### config.mk
export PLATFORM = sky130hd
export DESIGN_NAME = reset_answer_timer
export DESIGN_NICKNAME = d
export VERILOG_FILES = /design/src/rtl/rat_pkg.sv /design/src/rtl/rat_io_sync.sv /design/src/rtl/rat_counter.sv /design/src/rtl/reset_answer_timer.sv
export SDC_FILE = /design/constraint.sdc
export NUM_CORES = 1
export LEC_CHECK = 0
export CAP_MARGIN = 10
export CORE_UTILIZATION = 35
export DETAILED_ROUTE_END_ITERATION = 8
export SYNTH_ARGS = -nofsm -noshare
export SYNTH_HDL_FRONTEND = slang
export SYNTH_HIERARCHICAL = 1
export SYNTH_SLANG_ARGS = --single-unit
export TNS_END_PERCENT = 100
### constraint.sdc
create_clock -name clk -period 2.5 [get_ports clk]
set_input_delay 0.5 -clock clk [delete_from_list [all_inputs] [get_ports clk]]
set_output_delay 0.5 -clock clk [all_outputs]
set_load 0.02 [all_outputs]
### src/rtl/rat_pkg.sv
package rat_pkg;
   typedef enum logic [1:0] {
      RAT_IDLE = 2'd0,
      RAT_RUN  = 2'd1,
      RAT_DONE = 2'd2
   } rat_state_e;

   typedef enum logic [1:0] {
      RES_NONE    = 2'd0,
      RES_OK      = 2'd1,
      RES_EARLY   = 2'd2,
      RES_TIMEOUT = 2'd3
   } rat_result_e;
endpackage

### src/rtl/rat_io_sync.sv
module rat_io_sync #(
   parameter int STAGES = 2
) (
   input  logic clk,
   input  logic rst_n,
   input  logic line_in,
   output logic line_sync,
   output logic fall_seen
);
   logic [STAGES-1:0] chain;
   logic              prev_q;

   if (STAGES < 2) begin : g_bad_stages
      $error("rat_io_sync: STAGES must be at least 2");
   end

   for (genvar i = 0; i < STAGES; i++) begin : g_stage
      if (i == 0) begin : g_first
         always_ff @(posedge clk or negedge rst_n) begin
            if (!rst_n) chain[0] <= 1'b1;
            else        chain[0] <= line_in;
         end
      end else begin : g_next
         always_ff @(posedge clk or negedge rst_n) begin
            if (!rst_n) chain[i] <= 1'b1;
            else        chain[i] <= chain[i-1];
         end
      end
   end

   always_ff @(posedge clk or negedge rst_n) begin
      if (!rst_n) prev_q <= 1'b1;
      else        prev_q <= chain[STAGES-1];
   end

   assign line_sync = chain[STAGES-1];
   assign fall_seen = prev_q & ~chain[STAGES-1];

   a_r10_fall_after_high: assert property (@(posedge clk) disable iff (!rst_n)
      fall_seen |-> $past(line_sync));
endmodule

### src/rtl/rat_counter.sv
module rat_counter #(
   parameter int CNT_W = 16
) (
   input  logic             clk,
   input  logic             rst_n,
   input  logic             clr,
   input  logic             adv,
   output logic [CNT_W-1:0] count,
   output logic             at_top
);
   localparam logic [CNT_W-1:0] TOP = {CNT_W{1'b1}};

   if (CNT_W < 8) begin : g_bad_width
      $error("rat_counter: CNT_W must be at least 8");
   end

   assign at_top = (count == TOP);

   always_ff @(posedge clk or negedge rst_n) begin
      if (!rst_n)              count <= '0;
      else if (clr)            count <= '0;
      else if (adv && !at_top) count <= count + 1'b1;
   end

   a_r1_step_one: assert property (@(posedge clk) disable iff (!rst_n)
      (!clr && adv && !at_top) |=> (count == $past(count) + 1'b1));
   a_r1_hold: assert property (@(posedge clk) disable iff (!rst_n)
      (!clr && !adv) |=> $stable(count));
endmodule

### src/rtl/reset_answer_timer.sv
module reset_answer_timer
   import rat_pkg::*;
#(
   parameter int CNT_W        = 16,
   parameter int BLANK_CYCLES = 200,
   parameter int SYNC_STAGES  = 2
) (
   input  logic             clk,
   input  logic             rst_n,
   input  logic             rst_req,
   input  logic             cclk_tick,
   input  logic             card_io,
   input  logic [CNT_W-1:0] threshold,
   output logic             card_rst,
   output logic [CNT_W-1:0] capture,
   output logic             answer_ok,
   output logic             early_fail,
   output logic             timed_out
);
   localparam logic [CNT_W-1:0] BLANK_V = CNT_W'(BLANK_CYCLES);

   if (BLANK_CYCLES < 0 || BLANK_CYCLES >= (2 ** CNT_W) - 1) begin : g_bad_blank
      $error("reset_answer_timer: BLANK_CYCLES out of counter range");
   end

   rat_state_e       st_q;
   rat_result_e      res_q;
   logic [CNT_W-1:0] cnt;
   logic             cnt_top;
   logic             io_sync;
   logic             io_fall;
   logic             start_bit;
   logic             cnt_adv;
   logic             cnt_clr;

   rat_io_sync #(.STAGES(SYNC_STAGES)) u_sync (
      .clk       (clk),
      .rst_n     (rst_n),
      .line_in   (card_io),
      .line_sync (io_sync),
      .fall_seen (io_fall)
   );

   // answer edge counts only in a run and past the blanking window
   assign start_bit = (st_q == RAT_RUN) && io_fall && (cnt >= BLANK_V);
   assign cnt_clr   = (st_q == RAT_IDLE) || !rst_req;
   assign cnt_adv   = (st_q == RAT_RUN) && cclk_tick && !start_bit;

   rat_counter #(.CNT_W(CNT_W)) u_cnt (
      .clk    (clk),
      .rst_n  (rst_n),
      .clr    (cnt_clr),
      .adv    (cnt_adv),
      .count  (cnt),
      .at_top (cnt_top)
   );

   always_ff @(posedge clk or negedge rst_n) begin
      if (!rst_n) begin
         st_q     <= RAT_IDLE;
         res_q    <= RES_NONE;
         card_rst <= 1'b0;
         capture  <= '0;
      end else if (!rst_req) begin
         st_q     <= RAT_IDLE;
         card_rst <= 1'b0;
      end else begin
         unique case (st_q)
            RAT_IDLE: begin
               st_q  <= RAT_RUN;
               res_q <= RES_NONE;
            end
            RAT_RUN: begin
               if (start_bit) begin
                  capture <= cnt;
                  res_q   <= card_rst ? RES_OK : RES_EARLY;
                  st_q    <= RAT_DONE;
               end else if (cnt_top) begin
                  res_q <= RES_TIMEOUT;
                  st_q  <= RAT_DONE;
               end else if (cnt == threshold) begin
                  card_rst <= 1'b1;
               end
            end
            default: st_q <= RAT_DONE;
         endcase
      end
   end

   assign answer_ok  = (res_q == RES_OK);
   assign early_fail = (res_q == RES_EARLY);
   assign timed_out  = (res_q == RES_TIMEOUT);

   a_r2_rst_at_threshold: assert property (@(posedge clk) disable iff (!rst_n)
      $rose(card_rst) |-> ($past(cnt) == $past(threshold)));
   a_r4_no_rst_on_fail: assert property (@(posedge clk) disable iff (!rst_n)
      early_fail |-> !card_rst);
   a_r8_single_result: assert property (@(posedge clk) disable iff (!rst_n)
      $onehot0({answer_ok, early_fail, timed_out}));
   a_r3_capture_past_blank: assert property (@(posedge clk) disable iff (!rst_n)
      (answer_ok || early_fail) |-> (capture >= BLANK_V));
   a_r6_frozen_when_done: assert property (@(posedge clk) disable iff (!rst_n)
      (st_q == RAT_DONE && rst_req) |=> $stable(cnt));
   a_r9_release_clears: assert property (@(posedge clk) disable iff (!rst_n)
      !rst_req |=> (!card_rst && cnt == '0 && $stable(capture)));
endmodule

==> results.txt <==
* Outcome: finished, final reports clean
* Fillers: 571
- Placer congestion estimate: 0.8159
* Worst Setup Start Kind: flip-flop
* Most frequent cells in the layout: 39 x clkdlybuf4s50_1, 37 x dfrtp_1, 21 x buf_4
- Maximum number of pins on one net before global-route repair: 40
* Top layer in use: met4
- STA classifies the critical path endpoint as a flip-flop.
- Clock transition at the registers of the reported paths: 0.08 ns
- STA puts the critical path data required time at 2.72 ns.
* Cells taking the most area after synthesis: dfrtp_1 42%, mux2_2 5.7%, mux2_4 5.5%
- The routed design uses 219 um of met3 wire.
- In this design, the stage delay of the slowest critical-path cell is 0.48 ns.
- After detailed routing, the average wire length per cell comes to 15.48 um.
- Along the worst path, the maximum fanout reaches 7.
- In the final routing, the length of wire on met1 measures 2427 um.
* Number of design-rule violations left by the first detailed-router iteration: 70
- Initial antenna violation count: 0
* Core box area: 5991 um^2
- The number of hold-slack violations in the final timing report was 0.
- Synthesized flop and latch total: 40
- Top flip-flop cell by instance count after synthesis: dfrtp_1
* Post-synth net total: 217
* Deepest clock path buffer count: 2
- The synthesized design contains 0 enable-type register cells.
* Final WL: 5139 um
- The initial utilization of the core area, before any placement, comes to 36.59%.
* Arrival time at the worst endpoint: 2.55 ns
- Measured along the y axis, the die boundary spans 81.14 um.
- Hold WC Path Type: in -> async
* Relative max-transition margin: 40.29%
- Final Cycle Share: 93.03%
- Max Freq: 430.0 MHz
- Type of the setup path with the least slack: reg -> reg
- CTS root buf: clkbuf_8
- Horizontal extent of the die: 81.14 um
- During I/O placement, the number of pins put on the boundary was 41.
* Synth Instances: 195
- Input and output buffers added on the ports amount to 40.
* Via-to-Cell Ratio: 5.178
- Yosys Warn Count: 6
- Relative to the synthesized area, the layout overhead comes to 30.48%.
- After routing, the total negative slack on setup checks comes to 0 ns.
- A synthesized cell averages 11.24 um^2.
- Number of nets still failing antenna checks after routing: 0
- Power spread over the standard cell area amounts to 414.6 nW/um^2.
- # nets final: 278
* Post-cts sizing count: 0
* Worst path buffer plus inverter count: 0
* Post-Syn Area: 2192 um^2
- Pins over their slew limit: 0
- The worst register-to-register path begins at u_cnt/count[5].
- After synthesis, the largest area contributor takes up 42.24% of total cell area.
- Sequential elements use 45.83% of the synthesized area.
* Pin slew with the least headroom to its limit: 0.8957 ns
* R2R depth: 8
- Final setup vio count: 0
* Final period demand of the worst path: 2.326 ns
- Max stage delay cell, worst path: dfrtp_1
* Worst-skew pair later-pin latency: 0.29 ns
* Aggregate global-route resource usage: 17.30%
- The library cell used most frequently in the layout, excluding fill and tap cells, is clkdlybuf4s50_1.
- Number of buffers created by CTS: 5
* Cell with the most instances on the worst path: nand2_1
- The first detailed-routing pass ran for 4 iterations.
- The first global-routing pass estimated 8459 um of wire.
- Counting flops with an async set or reset pin after synthesis yields a share of 100.0%.
- For this run, design rule violations remaining after detail routing come to 0.
- Sink Count: 40
- Detailed placement ended at an HPWL of 3691 um.
* Level count of the clock H-tree: 2
- TritonCTS built the clock tree.
- Library cell occupying the most area in the post-synthesis netlist: dfrtp_1
* Number of violations of the max-capacitance limit: 0
* Leakage power of the design: 1.175 nW
- The die covers 6584 um^2.
- Vias post-DR: 1,719
* Reg-to-reg critical path endpoint: u_cnt/count[10]
* Via count of the first global-routing pass: 1,718
* Number of distinct library cells after synthesis: 48
- Number of buffers added for setup after CTS: 0
* Diode insertion count for antenna repair: 0
- Summed over all nets, wire length on met2 after detailed routing comes to 2435 um.
* Fraction of final layout cells sized beyond drive strength 1: 23.74%
- Including well taps, the total number of placed cells is 324.
- Setup repair after global routing left no endpoint under its margin.
* Cells traversed along the worst timing path: o311ai_2 -> nand3_1 -> nand2_1 -> and3_1 -> nand2_1 -> or4_1 -> or3_1 -> a21oi_1
* Total congestion overflow after global routing: 0
- Worst setup skew after layout: 0.004517 ns
* Reg-to-reg setup timing slack: 0.17 ns
- In this design, the largest share of critical-path delay is due to simple AND/OR/NAND/NOR gates.
* VDD IR max: 0.0002125 V
- After the flow finishes, the layout carries non-filler instances totaling 332.
- Floorplan row count: 28
- CTS Hold Buffers Added: 0
==> layout make-up <==
| type | instances | area (um^2) | share of cell area, % |
|---|---|---|---|
| Clock buffer | 8 | 90.09 | 3.150 |
| Inverter | 5 | 18.77 | 0.6562 |
| Multi-Input combinational cell | 143 | 1100 | 38.45 |
| Sequential cell | 40 | 1005 | 35.13 |
| Tap cell | 75 | 93.84 | 3.281 |
| Timing Repair Buffer | 61 | 553.0 | 19.34 |
==> cell usage after synthesis (2+ instances only) <==
master / n
nand2b_1: 3
xor2_1: 3
nand3_1: 8
nor3_1: 2
or4_1: 3
and3_1: 3
o21ai_0: 7
mux2_4: 8
mux2_2: 11
nand2_1: 9
nand4_1: 9
xnor2_1: 13
a31oi_1: 2
nor2b_1: 3
buf_2: 2
nor4_4: 2
dfrtp_1: 37
inv_1: 5
a221oi_1: 2
dfstp_2: 3
nor4_1: 6
or3_1: 5
buf_6: 2
nor2_1: 12
a21oi_1: 11
o31ai_1: 2
==> metrics by stage <==
step	area [um^2]	util (%)	hold WS [ns]	total power (W)	worst slack [ns]
after CTS	2854	47.64	0.3668	0.001207	0.1564
after detailed placement	2764	46.14	0.3553	0.0007572	0.1751
after floorplan	2192	-	0.2044	0.0006996	0.2203
after global placement	2764	46.14	0.3532	0.0007565	0.2443
final	2860	47.74	0.3378	0.001186	0.1742
after global routing	2860	47.74	0.3699	0.001235	0.04546
==> kinds of logic (layout without fill, tap and decap cells) <==
kind of cell | count (synthesis) | after routing | synth area share (%)
AOI/OAI and AO/OA | 33 | 33 | 10.27
xor gates and xnor gates | 16 | 16 | 6.393
adders and majority gates | 1 | 1 | 0.5707
buffers and inverters | 12 | 74 | 4.281
DFF | 40 | 40 | 45.83
muxes | 20 | 20 | 11.59
and+or+nand+nor | 73 | 73 | 21.06
==> routing by layer <==
metal | global-route usage (%) | vias to the layer above
met3 | 3.596 | 6
met4 | 5.893 | 0
li1 | - | 838
met2 | 27.65 | 44
met1 | 23.16 | 831
met5 | 0 | -
==> flip-flops by register name, indices dropped and copies added (netlist names) <==
name              flops
card_rst              1
u_sync/line_sync      1
u_sync/chain          1
u_cnt/count          16
st_q                  2
res_q                 2
u_sync/prev_q         1
capture              16
==> worst register-to-register path, stage by stage (launching register included) <==
cell and delay (ns):
dfrtp_1 0.48, o311ai_2 0.34, nand3_1 0.12, nand2_1 0.09
and3_1 0.21, nand2_1 0.08, or4_1 0.48, or3_1 0.32
a21oi_1 0.15
==> worst max-delay path by stage <==
stage,from,endpoint,slack (ns),cells past startpoint
after floorplan,u_cnt/count[4],u_cnt/count[10],0.22,9
after global routing,u_cnt/count[5],u_cnt/count[10],0.05,8
after detailed placement,u_cnt/count[5],u_cnt/count[13],0.18,9
after CTS,u_cnt/count[5],u_cnt/count[13],0.16,9
final,u_cnt/count[5],u_cnt/count[10],0.17,8
after global placement,u_cnt/count[5],u_cnt/count[13],0.24,9
==> where the power goes <==
group	internal, W	total (W)	switching, W
logic	0.0000477	0.0000871	0.0000394
clock network	0.000225	0.000443	0.000218
registers	0.000652	0.000655	0.00000294
total	0.000925	0.00119	0.000261
Power figures use the tool's default switching activity.
